File: config.mk
export PLATFORM = sky130hd
export DESIGN_NAME = pci_rd_latency_ctl
export DESIGN_NICKNAME = d
export VERILOG_FILES = /design/src/rtl/pci_rd_pkg.sv /design/src/rtl/pci_rd_dp.sv /design/src/rtl/pci_rd_ctl.sv /design/src/rtl/pci_rd_latency_ctl.sv
export SDC_FILE = /design/constraint.sdc
export NUM_CORES = 1
export LEC_CHECK = 0
export BUFFER_PORTS_ARGS = -buffer_cell sky130_fd_sc_hd__buf_2
export CAP_MARGIN = 0
export CORE_MARGIN = 5
export CORE_UTILIZATION = 46
export CTS_BUF_LIST = sky130_fd_sc_hd__clkbuf_2
export CTS_CLUSTER_SIZE = 8
export DETAILED_ROUTE_END_ITERATION = 16
export PLACE_DENSITY = 0.89
export REMOVE_ABC_BUFFERS = 1
export SKIP_CTS_REPAIR_TIMING = 1
export SLEW_MARGIN = 20
export SYNTH_ARGS = -nofsm -noshare
export SYNTH_HDL_FRONTEND = slang
export SYNTH_SLANG_ARGS = --single-unit
export TNS_END_PERCENT = 20
File: constraint.sdc
create_clock -name clk -period 2 [get_ports clk]
set_clock_uncertainty 0.05 [all_clocks]
set_input_delay 0.1 -clock clk [delete_from_list [all_inputs] [get_ports clk]]
set_output_delay 0.1 -clock clk [all_outputs]
set_load 0.01 [all_outputs]
File: src/rtl/pci_rd_pkg.sv
package pci_rd_pkg;

  typedef enum logic [1:0] {
    ST_IDLE,
    ST_WAIT,
    ST_XFER,
    ST_STOP
  } rdState_t;

  typedef struct packed {
    logic loadAddr;
    logic incCnt;
  } ctlStrobe_t;

  localparam logic [3:0] CMD_MEM_RD      = 4'b0110;
  localparam logic [3:0] CMD_MEM_RD_MULT = 4'b1100;
  localparam logic [3:0] CMD_MEM_RD_LINE = 4'b1110;

  function automatic logic isReadCmd(input logic [3:0] code);
    return (code == CMD_MEM_RD) || (code == CMD_MEM_RD_MULT) ||
           (code == CMD_MEM_RD_LINE);
  endfunction

endpackage

File: src/rtl/pci_rd_dp.sv
module pci_rd_dp
  import pci_rd_pkg::*;
#(
  parameter int ADDR_W    = 32,
  parameter int LAT_SHORT = 16,
  parameter int LAT_LONG  = 32,
  parameter int CNT_W     = $clog2(LAT_LONG)
) (
  input  logic              clk,
  input  logic              rstN,
  input  logic              frameN,
  input  logic [3:0]        cbeN,
  input  logic [ADDR_W-1:0] adIn,
  input  logic              longLatency,
  input  ctlStrobe_t        strobes,
  output logic              addrPhase,
  output logic              isMemRead,
  output logic              latExpired,
  output logic              appReq,
  output logic [ADDR_W-1:0] appAddr
);

  localparam logic [CNT_W-1:0] LIM_SHORT = CNT_W'(LAT_SHORT - 1);
  localparam logic [CNT_W-1:0] LIM_LONG  = CNT_W'(LAT_LONG - 1);

  logic             prevFrameN;
  logic [CNT_W-1:0] waitCnt;
  logic [CNT_W-1:0] waitLimit;

  always_ff @(posedge clk) begin
    if (!rstN) prevFrameN <= 1'b1;
    else       prevFrameN <= frameN;
  end

  assign addrPhase  = prevFrameN && !frameN;
  assign isMemRead  = isReadCmd(cbeN);
  assign latExpired = (waitCnt == waitLimit);

  always_ff @(posedge clk) begin
    if (!rstN) begin
      waitCnt   <= '0;
      waitLimit <= LIM_SHORT;
      appAddr   <= '0;
      appReq    <= 1'b0;
    end else begin
      appReq <= strobes.loadAddr;
      if (strobes.loadAddr) begin
        appAddr   <= adIn;
        waitCnt   <= '0;
        waitLimit <= longLatency ? LIM_LONG : LIM_SHORT;
      end else if (strobes.incCnt) begin
        waitCnt <= waitCnt + 1'b1;
      end
    end
  end

endmodule

File: src/rtl/pci_rd_ctl.sv
module pci_rd_ctl
  import pci_rd_pkg::*;
(
  input  logic       clk,
  input  logic       rstN,
  input  logic       frameN,
  input  logic       irdyN,
  input  logic       nonDelayed,
  input  logic       fifoNotEmpty,
  input  logic       addrPhase,
  input  logic       isMemRead,
  input  logic       latExpired,
  output ctlStrobe_t strobes,
  output logic       devselN,
  output logic       trdyN,
  output logic       stopN,
  output logic       fifoPop
);

  rdState_t state, nextState;
  logic     moveWord;

  assign moveWord = (state == ST_XFER) && fifoNotEmpty && !irdyN;

  always_comb begin
    nextState = state;
    strobes   = '0;
    unique case (state)
      ST_IDLE: begin
        if (addrPhase && isMemRead) begin
          strobes.loadAddr = 1'b1;
          if (fifoNotEmpty)    nextState = ST_XFER;
          else if (nonDelayed) nextState = ST_WAIT;
          else                 nextState = ST_STOP;
        end
      end
      ST_WAIT: begin
        if (fifoNotEmpty)    nextState = ST_XFER;
        else if (latExpired) nextState = ST_STOP;
        else                 strobes.incCnt = 1'b1;
      end
      ST_XFER: begin
        if (!fifoNotEmpty)           nextState = ST_STOP;
        else if (moveWord && frameN) nextState = ST_IDLE;
      end
      ST_STOP: begin
        if (frameN && irdyN) nextState = ST_IDLE;
      end
      default: nextState = ST_IDLE;
    endcase
  end

  always_ff @(posedge clk) begin
    if (!rstN) state <= ST_IDLE;
    else       state <= nextState;
  end

  assign devselN = (state == ST_IDLE);
  assign trdyN   = !moveWord;
  assign stopN   = !((state == ST_STOP) || ((state == ST_XFER) && !fifoNotEmpty));
  assign fifoPop = moveWord;

endmodule

File: src/rtl/pci_rd_latency_ctl.sv
module pci_rd_latency_ctl
  import pci_rd_pkg::*;
#(
  parameter int ADDR_W    = 32,
  parameter int LAT_SHORT = 16,
  parameter int LAT_LONG  = 32
) (
  input  logic              clk,
  input  logic              rstN,
  input  logic              frameN,
  input  logic              irdyN,
  input  logic [3:0]        cbeN,
  input  logic [ADDR_W-1:0] adIn,
  input  logic              nonDelayed,
  input  logic              longLatency,
  input  logic              fifoNotEmpty,
  output logic              devselN,
  output logic              trdyN,
  output logic              stopN,
  output logic              appReq,
  output logic [ADDR_W-1:0] appAddr,
  output logic              fifoPop
);

  localparam int CNT_W = $clog2(LAT_LONG);

  ctlStrobe_t strobes;
  logic       addrPhase;
  logic       isMemRead;
  logic       latExpired;

  pci_rd_dp #(
    .ADDR_W(ADDR_W), .LAT_SHORT(LAT_SHORT), .LAT_LONG(LAT_LONG), .CNT_W(CNT_W)
  ) dp_i (
    .clk(clk), .rstN(rstN), .frameN(frameN), .cbeN(cbeN), .adIn(adIn),
    .longLatency(longLatency), .strobes(strobes), .addrPhase(addrPhase),
    .isMemRead(isMemRead), .latExpired(latExpired), .appReq(appReq),
    .appAddr(appAddr)
  );

  pci_rd_ctl ctl_i (
    .clk(clk), .rstN(rstN), .frameN(frameN), .irdyN(irdyN),
    .nonDelayed(nonDelayed), .fifoNotEmpty(fifoNotEmpty),
    .addrPhase(addrPhase), .isMemRead(isMemRead), .latExpired(latExpired),
    .strobes(strobes), .devselN(devselN), .trdyN(trdyN), .stopN(stopN),
    .fifoPop(fifoPop)
  );

endmodule

### Yosys cells after proc, flatten, opt, wreduce, memory -nomap -nowiden

Cells that the tools add are included.

* bits in registers: 46
* input port bits: 43
* output and inout bits: 37
* logic and storage cells: 52

* add/subtract/negate cells: 1
* equal/unequal tests: 11
* multiplexer cells: 15
* bitwise gates (word level): 1
* reduce and logical (&&, ||, !) cells: 18

Operators by type and width (count)
* 2-bit 2-to-1 mux: 8
* 4-bit equality test (second input constant): 2
* 2-bit case mux with 4 select lines: 1
* 1-bit logical AND: 7
* 5-bit by 1-bit adder with 5-bit output (second input constant): 1
* 5-bit equality test: 1
* 1-bit logical NOT: 5
* 1-bit 2-to-1 mux: 5
* 5-bit 2-to-1 mux: 1
* 2-bit equality test (second input constant): 2
* 4-bit by 3-bit equality test with 1-bit output (second input constant): 1
* 2-bit by 1-bit inequality test with 1-bit output (second input constant): 2
* 4-bit AND reduction: 1
* 1-bit logical OR: 3
* 3-bit by 2-bit inequality test with 1-bit output (second input constant): 1
* 3-bit inequality test (second input constant): 1
* 2-bit by 1-bit equality test with 1-bit output (second input constant): 1
* 2-bit logical NOT: 1
* 2-bit OR reduction: 1
* 1-bit inverter: 1

### Depth between registers and ports, before layout

* depth after elaboration: 7
* mapped depth: 7
* mapped depth without buffers: 5

### Cells and area by module

Synthesis repeated with hierarchy kept, for this count alone.

* cell total of the unflattened synthesis: 164
* area total of the unflattened synthesis: 1756.7 um2

Modules (own cells, without submodules)
* pci_rd_dp: times used 1, cells an instance 140, area each 1572.8 um2, seq. area each 800.8 um2
* pci_rd_ctl: times used 1, cells an instance 24, area each 183.9 um2, seq. area each 40.0 um2

### Least setup slack after synthesis

No wires, ideal clock.

* path type: reg2reg
* from: register ctl_i.state[0]
* to: register dp_i.appAddr[0]
* library setup time: 0.117 ns
* arrival time: 1.307 ns
* required time: 1.833 ns
* path slack: 0.526 ns
* cell stages (with the launch flop): 8
* path buffers: 3
* period minus slack after synthesis: 1.474 ns
* cells stage by stage: dfxtp_1 > buf_4 > nor2_4 > o211ai_2 > and2_1 > buf_6 > buf_6 > a22o_1

* cells in the longest elaborated chain, start to end: 2

Ends and longest elaborated chain
* start, declared: RTL line pci_rd_ctl.sv:20 `rdState_t state, nextState;`
* start signal, assigned: RTL line pci_rd_ctl.sv:55 `else state <= nextState;`
* 2-bit logical NOT
* net devselN: RTL line pci_rd_latency_ctl.sv:17 `output logic devselN,`
* 1-bit 2-to-1 mux: RTL line pci_rd_ctl.sv:28 `unique case (state)`
* end signal, assigned: RTL line pci_rd_dp.sv:48 `appAddr <= adIn;`
* end, declared: RTL line pci_rd_dp.sv:20 `output logic [ADDR_W-1:0] appAddr`

The timed path passes the listed nets, and every way through them passes these cells.
A chain may end at the register's enable or synchronous reset.

### Final worst setup path

* from: input port frameN
* to: register dp_i.appAddr[25]

* cells in the longest elaborated chain, start to end: 5

Ends and longest elaborated chain
* start, declared: RTL line pci_rd_latency_ctl.sv:10 `input logic frameN,`
* 1-bit logical NOT: RTL line pci_rd_dp.sv:35 `assign addrPhase = prevFrameN && !frameN;`
* 1-bit logical AND: RTL line pci_rd_dp.sv:35
* 1-bit logical AND: RTL line pci_rd_ctl.sv:30 `if (addrPhase && isMemRead) begin`
* 1-bit 2-to-1 mux: RTL line pci_rd_ctl.sv:30
* 1-bit 2-to-1 mux: RTL line pci_rd_ctl.sv:28

Every way passes these cells.

==> results.ini <==
[status]
status=complete, no violations

[placed_design]
dpl.hpwl_um=2646
place_inst=246
io_buffers=79
finalWeightedCongestion=0.7775

[global_route]
track_usage=0.1541
antenna_found_initial=0
grt_pass1_wl_um=5299
met3_usage=0.03993
gr-total-overflow=0
use_met1=0.1856
grt_max_degree=25
grt.busiest_layer=met2
use_met2=0.2613
grt_pass1_vias=1212

[cts]
cts-root-buf=clkbuf_2
numCtsBuffers=5
clkTransAtPathRegs_ps=180
cts_tree=built
ctsHtreeMaxLevel=2
numClockSinks=42
clockBufferDepth=2
clk_latency_ps=380

[worst_setup_path]
criticalPathCategory=primary input to flip-flop
crit_required_ps=2240
critical_path.max_fanout=21
start_kind=primary input
setup.worst_path.end_class=flip-flop
critPathSlowestCell=dlygate4sd3_1
crit_arrival_ps=2020
cp_cell_sequence=dlygate4sd3_1 -> buf_2 -> and4bb_1 -> o211ai_2 -> and2_1 -> buf_12 -> a22o_1
crit_path_max_incr_delay_ps=540

[yosys]
yosysTopAreaCellShare=0.5581
synth_area_per_cell_sq_um=11.77
syn_inst=128
yosys.area.top_type=dfxtp_1
synth_area_sq_um=1506
synthTopCellsByArea=dfxtp_1, a22o_1, buf_6, xnor2_1, o21ai_0
ys_types=29
yosysSeqAreaShare=0.5581
ys_ff_latch=42
yosysWarningCount=0

[sta]
slew_headroom=0.6145
setup_viol=0
rsz0062_at_grt=false
hold_viol=0
worst_pin_slew_ps=578.3
finalCritPeriodShare=0.8931
fin_tns_setup_ps=0
finalCriticalPeriod_ps=1786
slew_violations=0
fmax_ghz=0.5598

[floorplanning]
die_h_um=67.23
coreArea_sq_um=3103
fp.dieArea_sq_um=4519
io_pins=80
num_rows=20
start_util=0.4855
die_x_um=67.23

[drt]
final_antenna_net_count=0
vias=1437
vias_per_cell=4.955
wl_per_cell_um=15.26
dr.pass1.iters=4
initialDrtViolationCount=51
drcViolationCount=0
wl_um=4426

[finish]
register_area_sq_um=840.8
syn2layout_area_growth_pct=55.73
fillers=233
layoutNonFillerInstCount=290
multiInputGateArea_sq_um=583.1
layout-drive-gt1-share=0.3878
layout.nets=289

[power]
power_density_nw_per_um2=662.5
vdd_ir_drop_max_mv=0.4756
p_leak_uw=0.001118
total_power_uw=1554

[flow_run]
max_cap_viol_count=0

[min_path]
hold_class=primary input to flip-flop

==> state kept, by name, indices dropped and copies added, names as in the netlist <==
| signal | flops |
|---|---|
| dp_i.appReq | 1 |
| dp_i.waitLimit | 1 |
| dp_i.waitCnt | 5 |
| dp_i.prevFrameN | 1 |
| dp_i.appAddr | 32 |
| ctl_i.state | 2 |
==> cells in the mapped netlist <==
cell type   n
a311oi_1    1
nand2b_1    1
o21ai_0     6
o211ai_2    1
a21oi_4     1
or4b_2      1
nor2_1      3
and2_1      1
buf_2       3
a21o_1      1
dfxtp_1    42
buf_4       1
a21oi_1     4
nand3_1     4
nor4b_1     1
nand2_1     3
a22o_1     33
ha_1        1
or3b_4      1
xnor2_1     4
inv_1       4
and4bb_1    1
o211ai_1    1
mux2i_1     1
nor2_4      1
and3_1      1
buf_6       4
nor2_2      1
a211oi_2    1
==> stage by stage <==
step | area, sq um | hold slack [ps] | setup WS (ps) | utilization
2_1_floorplan | 1439 | 123.0 | 343.4 | -
3_3_place_gp | 1924 | 258.8 | 398.0 | 0.6202
3_5_place_dp | 1924 | 262.9 | 308.3 | 0.6202
4_1_cts | 1983 | -166.5 | 271.7 | 0.6391
5_1_grt | 2344 | 1.937 | 149.6 | 0.7552
6_report | 2346 | 10.29 | 213.7 | 0.7560
==> worst max-delay path: cells and delay by family <==
family          cells  cell delay (ps)
compound gates      2              340
simple gates        2              650
buf+inv             3              930
==> placed cells by master (no fill, tap or decap), types with 2 or more instances in the layout <==
master	count
buf_2	79
dfxtp_1	42
dlygate4sd3_1	36
a22o_1	33
o21ai_0	6
clkbuf_2	5
inv_1	4
xnor2_1	4
a21oi_1	4
nand3_1	4
nand2_1	3
nor2_1	3
buf_4	2
==> final cells by class <==
cell class | count | share of cell area
Clock inverter | 2 | 0.01440
Clock buffer | 5 | 0.01067
Timing Repair Buffer | 118 | 0.3371
Inverter | 4 | 0.006400
Sequential cell | 42 | 0.3584
Tap cell | 44 | 0.02347
Multi-Input combinational cell | 74 | 0.2485
Antenna cell | 1 | 0.001067
==> final timing paths <==
kind / from / to / slack (ps) / depth (start not counted)
max: frameN / dp_i.appAddr[25] / 210 / 7
min: fifoNotEmpty / ctl_i.state[0] / 10 / 4
max reg2reg: ctl_i.state[0] / dp_i.appAddr[16] / 280 / 5
min reg2reg: dp_i.appAddr[15] / dp_i.appAddr[15] / 450 / 1
==> routing by layer <==
layer,wire length (um),part of all wire,up-vias
met1,1703,0.38,662
met3,219,0.049,10
li1,-,-,708
met2,2370,0.54,57
met4,132,0.030,0
met5,0,0,-
==> logic make-up (layout without fill, tap and decap cells) <==
kind of cell    Yosys count  count (layout)  synth area share
compound gates           49              49            0.2683
xor+xnor                  4               4           0.02325
fa+ha+maj                 1               1          0.008304
buf+inv                  12             129           0.05481
flops                    42              42            0.5581
mux                       1               1          0.006645
other cells               0               1                 0
simple gates             19              19           0.08057
==> power by group <==
| part | internal, uW | leakage (uW) | switching, uW |
|---|---|---|---|
| Sequential | 863 | 0.000340 | 19.4 |
| Combinational | 127 | 0.000741 | 91.6 |
| Clock | 201 | 0.0000365 | 252 |
Power figures use the tool's default switching activity.
